--- src/rtl/ifcu_pkg.sv ---
`timescale 1ns/1ps
package ifcu_pkg;

  typedef enum logic [1:0] {
    UK_NONE = 2'd0,
    UK_ADD  = 2'd1,
    UK_ADDC = 2'd2,
    UK_CMP  = 2'd3
  } upd_kind_e;

  typedef enum logic [1:0] {
    CS_REG  = 2'd0,
    CS_SIMM = 2'd1,
    CS_UIMM = 2'd2,
    CS_ALT  = 2'd3
  } cmp_src_e;

  typedef struct packed {
    logic so;
    logic ov;
    logic ca;
  } xflags_t;

  // Signed overflow of the whole operation from the two top carries.
  function automatic logic ovf_of(input logic co_msb, input logic co_sub);
    return co_msb ^ co_sub;
  endfunction

  function automatic logic kind_is_arith(input logic [1:0] kind);
    return (kind == UK_ADD) || (kind == UK_ADDC);
  endfunction

endpackage

--- src/rtl/ifcu_flag_next.sv ---
`timescale 1ns/1ps
module ifcu_flag_next
  import ifcu_pkg::*;
(
  input  xflags_t    flags_q,
  input  logic       upd_valid,
  input  logic [1:0] upd_kind,
  input  logic       upd_oe,
  input  logic       upd_co_msb,
  input  logic       upd_co_sub,
  input  logic       flag_wr,
  input  xflags_t    wr_flags,
  output xflags_t    flags_d,
  output logic       ov_set_evt,
  output logic       ca_upd_evt
);

  logic arith_upd;
  logic ov_new;

  assign arith_upd  = upd_valid && upd_oe && kind_is_arith(upd_kind);
  assign ca_upd_evt = upd_valid && (upd_kind == UK_ADDC);
  assign ov_new     = ovf_of(upd_co_msb, upd_co_sub);
  assign ov_set_evt = arith_upd && ov_new;

  always_comb begin
    flags_d = flags_q;
    if (arith_upd) begin
      flags_d.ov = ov_new;
      flags_d.so = flags_q.so | ov_new;
    end
    if (ca_upd_evt) begin
      flags_d.ca = upd_co_msb;
    end
    if (flag_wr) begin
      flags_d = wr_flags;
    end
  end

endmodule

--- src/rtl/ifcu_compare.sv ---
`timescale 1ns/1ps
module ifcu_compare
  import ifcu_pkg::*;
#(
  parameter int DATA_W  = 32,
  parameter int IMM_W   = 16,
  parameter int FIELD_W = 3
) (
  input  logic               clk,
  input  logic               rst_n,
  input  logic               cmp_valid,
  input  logic               cmp_signed,
  input  logic [1:0]         cmp_src,
  input  logic [DATA_W-1:0]  cmp_ra,
  input  logic [DATA_W-1:0]  cmp_rb,
  input  logic [IMM_W-1:0]   cmp_imm,
  input  logic [FIELD_W-1:0] cmp_field,
  input  logic               so_next,
  output logic               cr_we,
  output logic [3:0]         cr_field,
  output logic [FIELD_W-1:0] cr_sel
);

  localparam int EXT_W = DATA_W - IMM_W;

  function automatic logic [DATA_W-1:0] pick_operand(
    input logic [1:0]        src,
    input logic [DATA_W-1:0] rb,
    input logic [IMM_W-1:0]  imm
  );
    case (src)
      CS_SIMM: return {{EXT_W{imm[IMM_W-1]}}, imm};
      CS_UIMM: return {{EXT_W{1'b0}}, imm};
      default: return rb;
    endcase
  endfunction

  function automatic logic [2:0] rel_bits(
    input logic [DATA_W-1:0] a,
    input logic [DATA_W-1:0] b,
    input logic              sgn
  );
    logic lt, gt;
    if (sgn) begin
      lt = $signed(a) < $signed(b);
      gt = $signed(a) > $signed(b);
    end else begin
      lt = a < b;
      gt = a > b;
    end
    return {lt, gt, a == b};
  endfunction

  logic [DATA_W-1:0] opnd_b;
  logic [2:0]        rel;

  assign opnd_b = pick_operand(cmp_src, cmp_rb, cmp_imm);
  assign rel    = rel_bits(cmp_ra, opnd_b, cmp_signed);

  always_ff @(posedge clk) begin
    if (!rst_n) begin
      cr_we    <= 1'b0;
      cr_field <= '0;
      cr_sel   <= '0;
    end else begin
      cr_we <= cmp_valid;
      if (cmp_valid) begin
        cr_field <= {rel, so_next};
        cr_sel   <= cmp_field;
      end
    end
  end

endmodule

--- src/rtl/int_flag_cmp_unit.sv ---
`timescale 1ns/1ps
module int_flag_cmp_unit
  import ifcu_pkg::*;
#(
  parameter int DATA_W     = 32,
  parameter int IMM_W      = 16,
  parameter int NUM_FIELDS = 8,
  parameter int SCR_LANE   = 1,
  localparam int BE_W      = DATA_W / 8,
  localparam int FIELD_W   = $clog2(NUM_FIELDS)
) (
  input  logic               clk,
  input  logic               rst_n,
  input  logic               sw_we,
  input  logic [BE_W-1:0]    sw_be,
  input  logic [DATA_W-1:0]  sw_wdata,
  output logic [DATA_W-1:0]  sw_rdata,
  input  logic               upd_valid,
  input  logic [1:0]         upd_kind,
  input  logic               upd_oe,
  input  logic               upd_co_msb,
  input  logic               upd_co_sub,
  input  logic               cmp_valid,
  input  logic               cmp_signed,
  input  logic [1:0]         cmp_src,
  input  logic [DATA_W-1:0]  cmp_ra,
  input  logic [DATA_W-1:0]  cmp_rb,
  input  logic [IMM_W-1:0]   cmp_imm,
  input  logic [FIELD_W-1:0] cmp_field,
  output logic               cr_we,
  output logic [3:0]         cr_field,
  output logic [FIELD_W-1:0] cr_sel
);

  localparam int SO_BIT    = DATA_W - 1;
  localparam int OV_BIT    = DATA_W - 2;
  localparam int CA_BIT    = DATA_W - 3;
  localparam int FLAG_LANE = BE_W - 1;
  localparam int SCR_LO    = SCR_LANE * 8;

  xflags_t    flags_q, flags_d, wr_flags;
  logic [7:0] scr_q;
  logic       flag_lane_wr;
  logic       scr_lane_wr;
  logic       ov_set_evt;
  logic       ca_upd_evt;

  assign flag_lane_wr = sw_we && sw_be[FLAG_LANE];
  assign scr_lane_wr  = sw_we && sw_be[SCR_LANE];
  assign wr_flags     = '{so: sw_wdata[SO_BIT], ov: sw_wdata[OV_BIT], ca: sw_wdata[CA_BIT]};

  ifcu_flag_next u_next (
    .flags_q    (flags_q),
    .upd_valid  (upd_valid),
    .upd_kind   (upd_kind),
    .upd_oe     (upd_oe),
    .upd_co_msb (upd_co_msb),
    .upd_co_sub (upd_co_sub),
    .flag_wr    (flag_lane_wr),
    .wr_flags   (wr_flags),
    .flags_d    (flags_d),
    .ov_set_evt (ov_set_evt),
    .ca_upd_evt (ca_upd_evt)
  );

  always_ff @(posedge clk) begin
    if (!rst_n) begin
      flags_q <= '0;
      scr_q   <= '0;
    end else begin
      flags_q <= flags_d;
      if (scr_lane_wr) scr_q <= sw_wdata[SCR_LO +: 8];
    end
  end

  always_comb begin
    sw_rdata               = '0;
    sw_rdata[SO_BIT]       = flags_q.so;
    sw_rdata[OV_BIT]       = flags_q.ov;
    sw_rdata[CA_BIT]       = flags_q.ca;
    sw_rdata[SCR_LO +: 8]  = scr_q;
  end

  ifcu_compare #(
    .DATA_W  (DATA_W),
    .IMM_W   (IMM_W),
    .FIELD_W (FIELD_W)
  ) u_cmp (
    .clk        (clk),
    .rst_n      (rst_n),
    .cmp_valid  (cmp_valid),
    .cmp_signed (cmp_signed),
    .cmp_src    (cmp_src),
    .cmp_ra     (cmp_ra),
    .cmp_rb     (cmp_rb),
    .cmp_imm    (cmp_imm),
    .cmp_field  (cmp_field),
    .so_next    (flags_d.so),
    .cr_we      (cr_we),
    .cr_field   (cr_field),
    .cr_sel     (cr_sel)
  );

  logic unused_inputs;
  assign unused_inputs = ^{sw_wdata, sw_be, ca_upd_evt, ov_set_evt};

endmodule

--- config.mk ---
export PLATFORM = sky130hd
export DESIGN_NAME = int_flag_cmp_unit
export DESIGN_NICKNAME = d
export VERILOG_FILES = /design/src/rtl/ifcu_pkg.sv /design/src/rtl/ifcu_flag_next.sv /design/src/rtl/ifcu_compare.sv /design/src/rtl/int_flag_cmp_unit.sv
export SDC_FILE = /design/constraint.sdc
export NUM_CORES = 1
export LEC_CHECK = 0
export ABC_AREA = 0
export BUFFER_PORTS_ARGS = -buffer_cell sky130_fd_sc_hd__buf_2
export CAP_MARGIN = 15
export CELL_PAD_IN_SITES_DETAIL_PLACEMENT = 1
export CELL_PAD_IN_SITES_GLOBAL_PLACEMENT = 2
export CORE_ASPECT_RATIO = 1.75
export CORE_MARGIN = 3
export CORE_UTILIZATION = 20
export CTS_BUF_LIST = sky130_fd_sc_hd__clkbuf_8
export CTS_CLUSTER_SIZE = 12
export DETAILED_ROUTE_END_ITERATION = 8
export HOLD_SLACK_MARGIN = 0.15
export PLACE_DENSITY = 0.93
export SYNTH_ARGS = -nofsm -noshare
export SYNTH_HDL_FRONTEND = slang
export SYNTH_SLANG_ARGS = --single-unit
--- constraint.sdc ---
create_clock -name clk -period 8.1 [get_ports clk]
set_input_delay 2.43 -clock clk [delete_from_list [all_inputs] [get_ports clk]]
set_output_delay 2.43 -clock clk [all_outputs]
set_load 0.02 [all_outputs]
# Word level (Yosys, flattened, before mapping)
# Cells that the tools add are included.
# word_totals
word_cells	32
input_bits	132
output_inout_bits	40
ff_bits	19
# classes
n_reduce_logical	8
n_mux	6
n_bitwise	2
eq_ne	5
n_lt_le_gt_ge	4
# ops
op	count
32-bit greater-than comparator	2
32-bit less-than comparator	2
32-bit one-hot mux with 2 select lines	1
32-bit == test	1
1-bit logical AND	5
2-bit by 1-bit == test with 1-bit output, second input constant	2
2-bit == test, second input constant	2
2-bit nonzero test	2
1-bit two-way mux	3
3-bit two-way mux	1
2-bit two-way mux	1
1-bit logical OR	1
1-bit bitwise OR	1
1-bit XOR	1

# Longest topological paths before layout
# depth
ltp_word	5
depth_mapped	14
depth_no_buf	12

# By module
# A second synthesis with hierarchy kept.
# hier_totals
cells_unflattened	239
area_unflattened_um2	1989.4
# modules_own_cells
mod	seq_area_each_um2	cells_per_inst	n_inst	area_each_um2
ifcu_compare	160.2	157	1	1276.2
int_flag_cmp_unit	220.2	67	1	611.8
ifcu_flag_next	0.0	15	1	101.3

# Worst setup path after synthesis
# No wires, ideal clock.
# synth_timing
path_type	input to register
from	in cmp_src[0]
to	reg u_cmp.cr_field[3]
setup_time_ns	0.074
arrival_ns	5.219
slack_ns	2.807
stages	13
cell_sequence	inv_1 > ha_1 > clkbuf_1 > nor2_1 > clkbuf_1 > a22oi_1 > ha_1 > a21oi_2 > nand2_1 > a221o_1 > o31a_1 > or3_1 > a31oi_1
# synth_between
elab_chain_cells	4
word_cells_on_any_way	6
cone_classes	2 x order compare; 2 x eq/ne; 2 x mux
# synth_lines
item	line	rtl
start, declared	int_flag_cmp_unit.sv:25	input logic [1:0] cmp_src,
2-bit == test or 2-bit by 1-bit == test with 1-bit output (tied branches)	ifcu_compare.sv:31	case (src)
32-bit one-hot mux with 2 select lines *	ifcu_compare.sv:31	
32-bit less-than comparator, on equally long branches	ifcu_compare.sv:48, ifcu_compare.sv:45	
1-bit two-way mux *	ifcu_compare.sv:44	if (sgn) begin
end signal, assigned	ifcu_compare.sv:68	cr_field <= {rel, so_next};
end, declared	ifcu_compare.sv:20	output logic [3:0] cr_field,
# Mark *: on every way between the ends. The rest lies on a longest branch, timed or not.
# A chain may end at the register's enable or synchronous reset.

# Final worst setup path
# layout_timing
from	in cmp_src[0]
to	reg u_cmp.cr_field[2]
# layout_between
elab_chain_cells	4
word_cells_on_any_way	6
cone_classes	2 x order compare; 2 x eq/ne; 2 x mux
# layout_lines
item	line
2-bit == test or 2-bit by 1-bit == test with 1-bit output (tied branches)	ifcu_compare.sv:31
32-bit one-hot mux with 2 select lines *	ifcu_compare.sv:31
32-bit greater-than comparator, on equally long branches	ifcu_compare.sv:49, ifcu_compare.sv:46
1-bit two-way mux *	ifcu_compare.sv:44
# Marked as above.

==> run_results.csv <==
group,metric,value,unit
status,status,"finished clean",
yosys,synthFlopType,"dfxtp_1",
timing,slew-limit-headroom,31.45,%
placed_design,dp.final_hpwl,5.754,mm
clocking,cts-resized-gates,0,
clocking,htreeDepth,1,
yosys,synth_xor_area_share,0.4614,%
routing,vias,2138,
layout,syn2layout_area_growth,37.44,%
worst_setup_path,critPathBufInv,3,
floorplan,core,0.009151,mm2
yosys,avgSynthCellArea,8.043,um2
grt,grt_max_degree,20,
timing,totalNegativeSetupSlack,0,ps
layout,diodes,0,
pwr,p_int,193.9,uW
layout,final_common_cell,"buf_2",
floorplan,die_y,134.9,um
routing,drt_first_pass_iters,3,
timing,hold_viol_final,0,
pwr,p_sw,110.6,uW
worst_setup_path,cp_max_fo,18,
yosys,synthCells,236,
pwr,power_frac_comb,46.3,%
grt,grt_usage,11.22,%
timing,finalSetupViolations,0,
timing,min_period,5835,ps
pwr,powerDensity,116.7,mW/mm2
worst_hold_path,hold_path_class,"reg -> reg",
pwr,clock_power_share,20.4,%
routing,drc_errors,0,
clocking,cts_sinks,19,
yosys,synth-compound-area-share,25.31,%
timing,report.final.slew_viol_count,0,
timing,period_share,72.03,%
worst_setup_path,critPathArrivalTime,5990,ps
grt,antenna_found_initial,0,
clocking,cts_tree,"built",
floorplan,die_x,79.64,um
pwr,leakagePower,0.001333,uW
routing,ant_nets,0,
pwr,seqPwrFrac,33.3,%
pwr,ir_drop,0.04357,mV
flow_run,drv_cap,0,
yosys,synth_top_family_by_area,"compound AO/OA/AOI/OAI gates",
layout,instances_no_fill,476,
yosys,synth_cell_types,36,
worst_setup_path,path_delay_family,"simple AND/OR/NAND/NOR gates",
floorplan,start_util,20.74,%
pwr,p_sw_share,36.32,%
worst_setup_path,cp.required,8260,ps
timing,rsz0062_at_grt,"false",
placed_design,io_buffer_count,127,
timing,final.setup_skew,0.06564,ps
routing,vias_per_cell,4.492,
floorplan,placementRows,46,
clocking,clock_latency,250,ps
floorplan,die_area,0.01074,mm2
yosys,ys_ff_latch,19,
yosys,synth_simple_gate_area_share,17.53,%
grt,grt_pass1_wl,10.03,mm
yosys,synth_edf_count,0,
clocking,clockBufferDepth,2,
worst_setup_path,max_stage_delay,630,ps
floorplan,pin_count,172,
yosys,synth_area_leaders,"ha_1 23%, dfxtp_1 20%, buf_4 8.3%",
layout,fin_util,28.51,%
clocking,clkTransAtPathRegs,70,ps
worst_setup_path,cp-end-kind,"flop",
grt,grt_pass1_vias,2345,
clocking,cts_buffers,3,
worst_setup_path,path_cells,"buf_2, inv_1, ha_1, inv_1, nand2_1, o21ai_0, ha_1, nand4_1, nor4_1, and4_1, o31a_1, nor4b_1, a311oi_1",
yosys,ys_seq_area_share,20.04,%
routing,drt-wirelength-per-cell,13.34,um
layout,final_nets,524,
grt,overflow,0,
routing,routed_wl,6.352,mm
yosys,yosys.area.top_type,"ha_1",
yosys,async_reset_ff_share,0,%
layout,final_cell_mix,"127 x buf_2, 35 x ha_1, 22 x nand2_1",
routing,first_iter_violations,41,
worst_setup_path,slowest_stage,"ha_1",
worst_setup_path,critPathKind,"in -> reg",
placed_design,place_congestion,0.7369,
layout,drive_gt1_share,36.80,%
yosys,muxShareOfSynthArea,2.109,%
yosys,synth_fa_ha_area_share,23.07,%
timing,max_freq,171.4,MHz
clocking,post-cts-setup-buffers,0,
timing,tightest_slew,1025,ps
clocking,cts_root_buf,"clkbuf_8",
yosys,synth.yosys.warnings,0,
placed_design,dp_cells,472,
worst_setup_path,crit_path_start_kind,"primary input",
yosys,syn_area,0.001898,mm2
yosys,netlist.area_leader.share,23.07,%
clocking,cts_hold_buf,0,
[layout make-up]
cell class | count | area [um2]
multi-input combinational | 201 | 1379
clock inverter | 1 | 3.754
fill | 1175 | 6543
sequential | 19 | 380.4
inverter | 5 | 18.77
tap | 120 | 150.1
timing repair buffer | 127 | 635.6
clock buffer | 3 | 41.29
[path summary, 6_finish.rpt]
kind | from | to | slack (ps) | depth (start not counted)
max | cmp_src[0] | u_cmp.cr_field[2]$_SDFFE_PN0P_ | 2270 | 13
max reg2reg | sw_rdata[31]$_SDFF_PN0_ | u_cmp.cr_field[0]$_SDFFE_PN0P_ | 7290 | 4
min | scr_q[3]$_SDFFE_PN0P_ | scr_q[3]$_SDFFE_PN0P_ | 460 | 2
min reg2reg | scr_q[3]$_SDFFE_PN0P_ | scr_q[3]$_SDFFE_PN0P_ | 460 | 2
[logic make-up after synthesis]
family                     Yosys count
muxes                                4
xor gates and xnor gates             1
adders and majority gates           35
other                                1
buffers and inverters               36
AOI/OAI and AO/OA                   74
and+or+nand+nor                     66
DFF                                 19
[power by group through the flow]
stage | combinational [uW] | sequential (uW) | clock, uW
2_1_floorplan | 88.8 | 110 | 0
3_3_place_gp | 136 | 103 | 0
3_5_place_dp | 143 | 104 | 0
4_1_cts | 143 | 101 | 66.3
5_1_grt | 161 | 102 | 69.2
6_report | 141 | 101 | 62.0
[per-layer routing]
metal | vias to the layer above | part of all wire, % | global-route usage, % | wire [um]
met2 | 84 | 59 | 24.56 | 3756
li1 | 1068 | - | - | -
met3 | 2 | 6.4 | 1.001 | 406
met5 | - | 0 | 0 | 0
met4 | 0 | 0.43 | 1.816 | 27
met1 | 984 | 34 | 10.70 | 2163
[tightest hold or removal path, stage by stage, from the launching register on]
cell	delay, ps
dfxtp_1	310
nand2_1	50
a21boi_0	60
[cells in the mapped netlist, drive strengths merged, types with 2 or more instances]
library cell / count
inv: 5
nor4: 2
ha: 35
and4: 2
nand3: 12
a21boi: 10
a31oi: 2
nor2: 8
a22oi: 16
nor2b: 7
nand2: 22
dfxtp: 19
and2: 3
clkbuf: 8
o211ai: 3
nand4: 5
a21oi: 14
buf: 23
a221o: 2
o21ai: 21
mux2i: 4
[state kept, by name, summed over array words and instances, names as in the netlist]
register / cells
scr_q: 8
sw_rdata: 3
u_cmp.cr_field: 4
u_cmp.cr_sel: 3
u_cmp.cr_we: 1
[per-stage QoR]
stage | power [uW] | instance area, um2 | worst slack, ps | hold slack, ps
6_report | 304.4 | 2609 | 2265 | 462.3
2_1_floorplan | 199.3 | 1973 | 2807 | 540.8
5_1_grt | 332.2 | 2609 | 1836 | 488.5
4_1_cts | 310.8 | 2609 | 2169 | 466.0
3_3_place_gp | 239.2 | 2564 | 1987 | 450.3
3_5_place_dp | 246.2 | 2564 | 1903 | 456.1
Power figures use the tool's default switching activity.
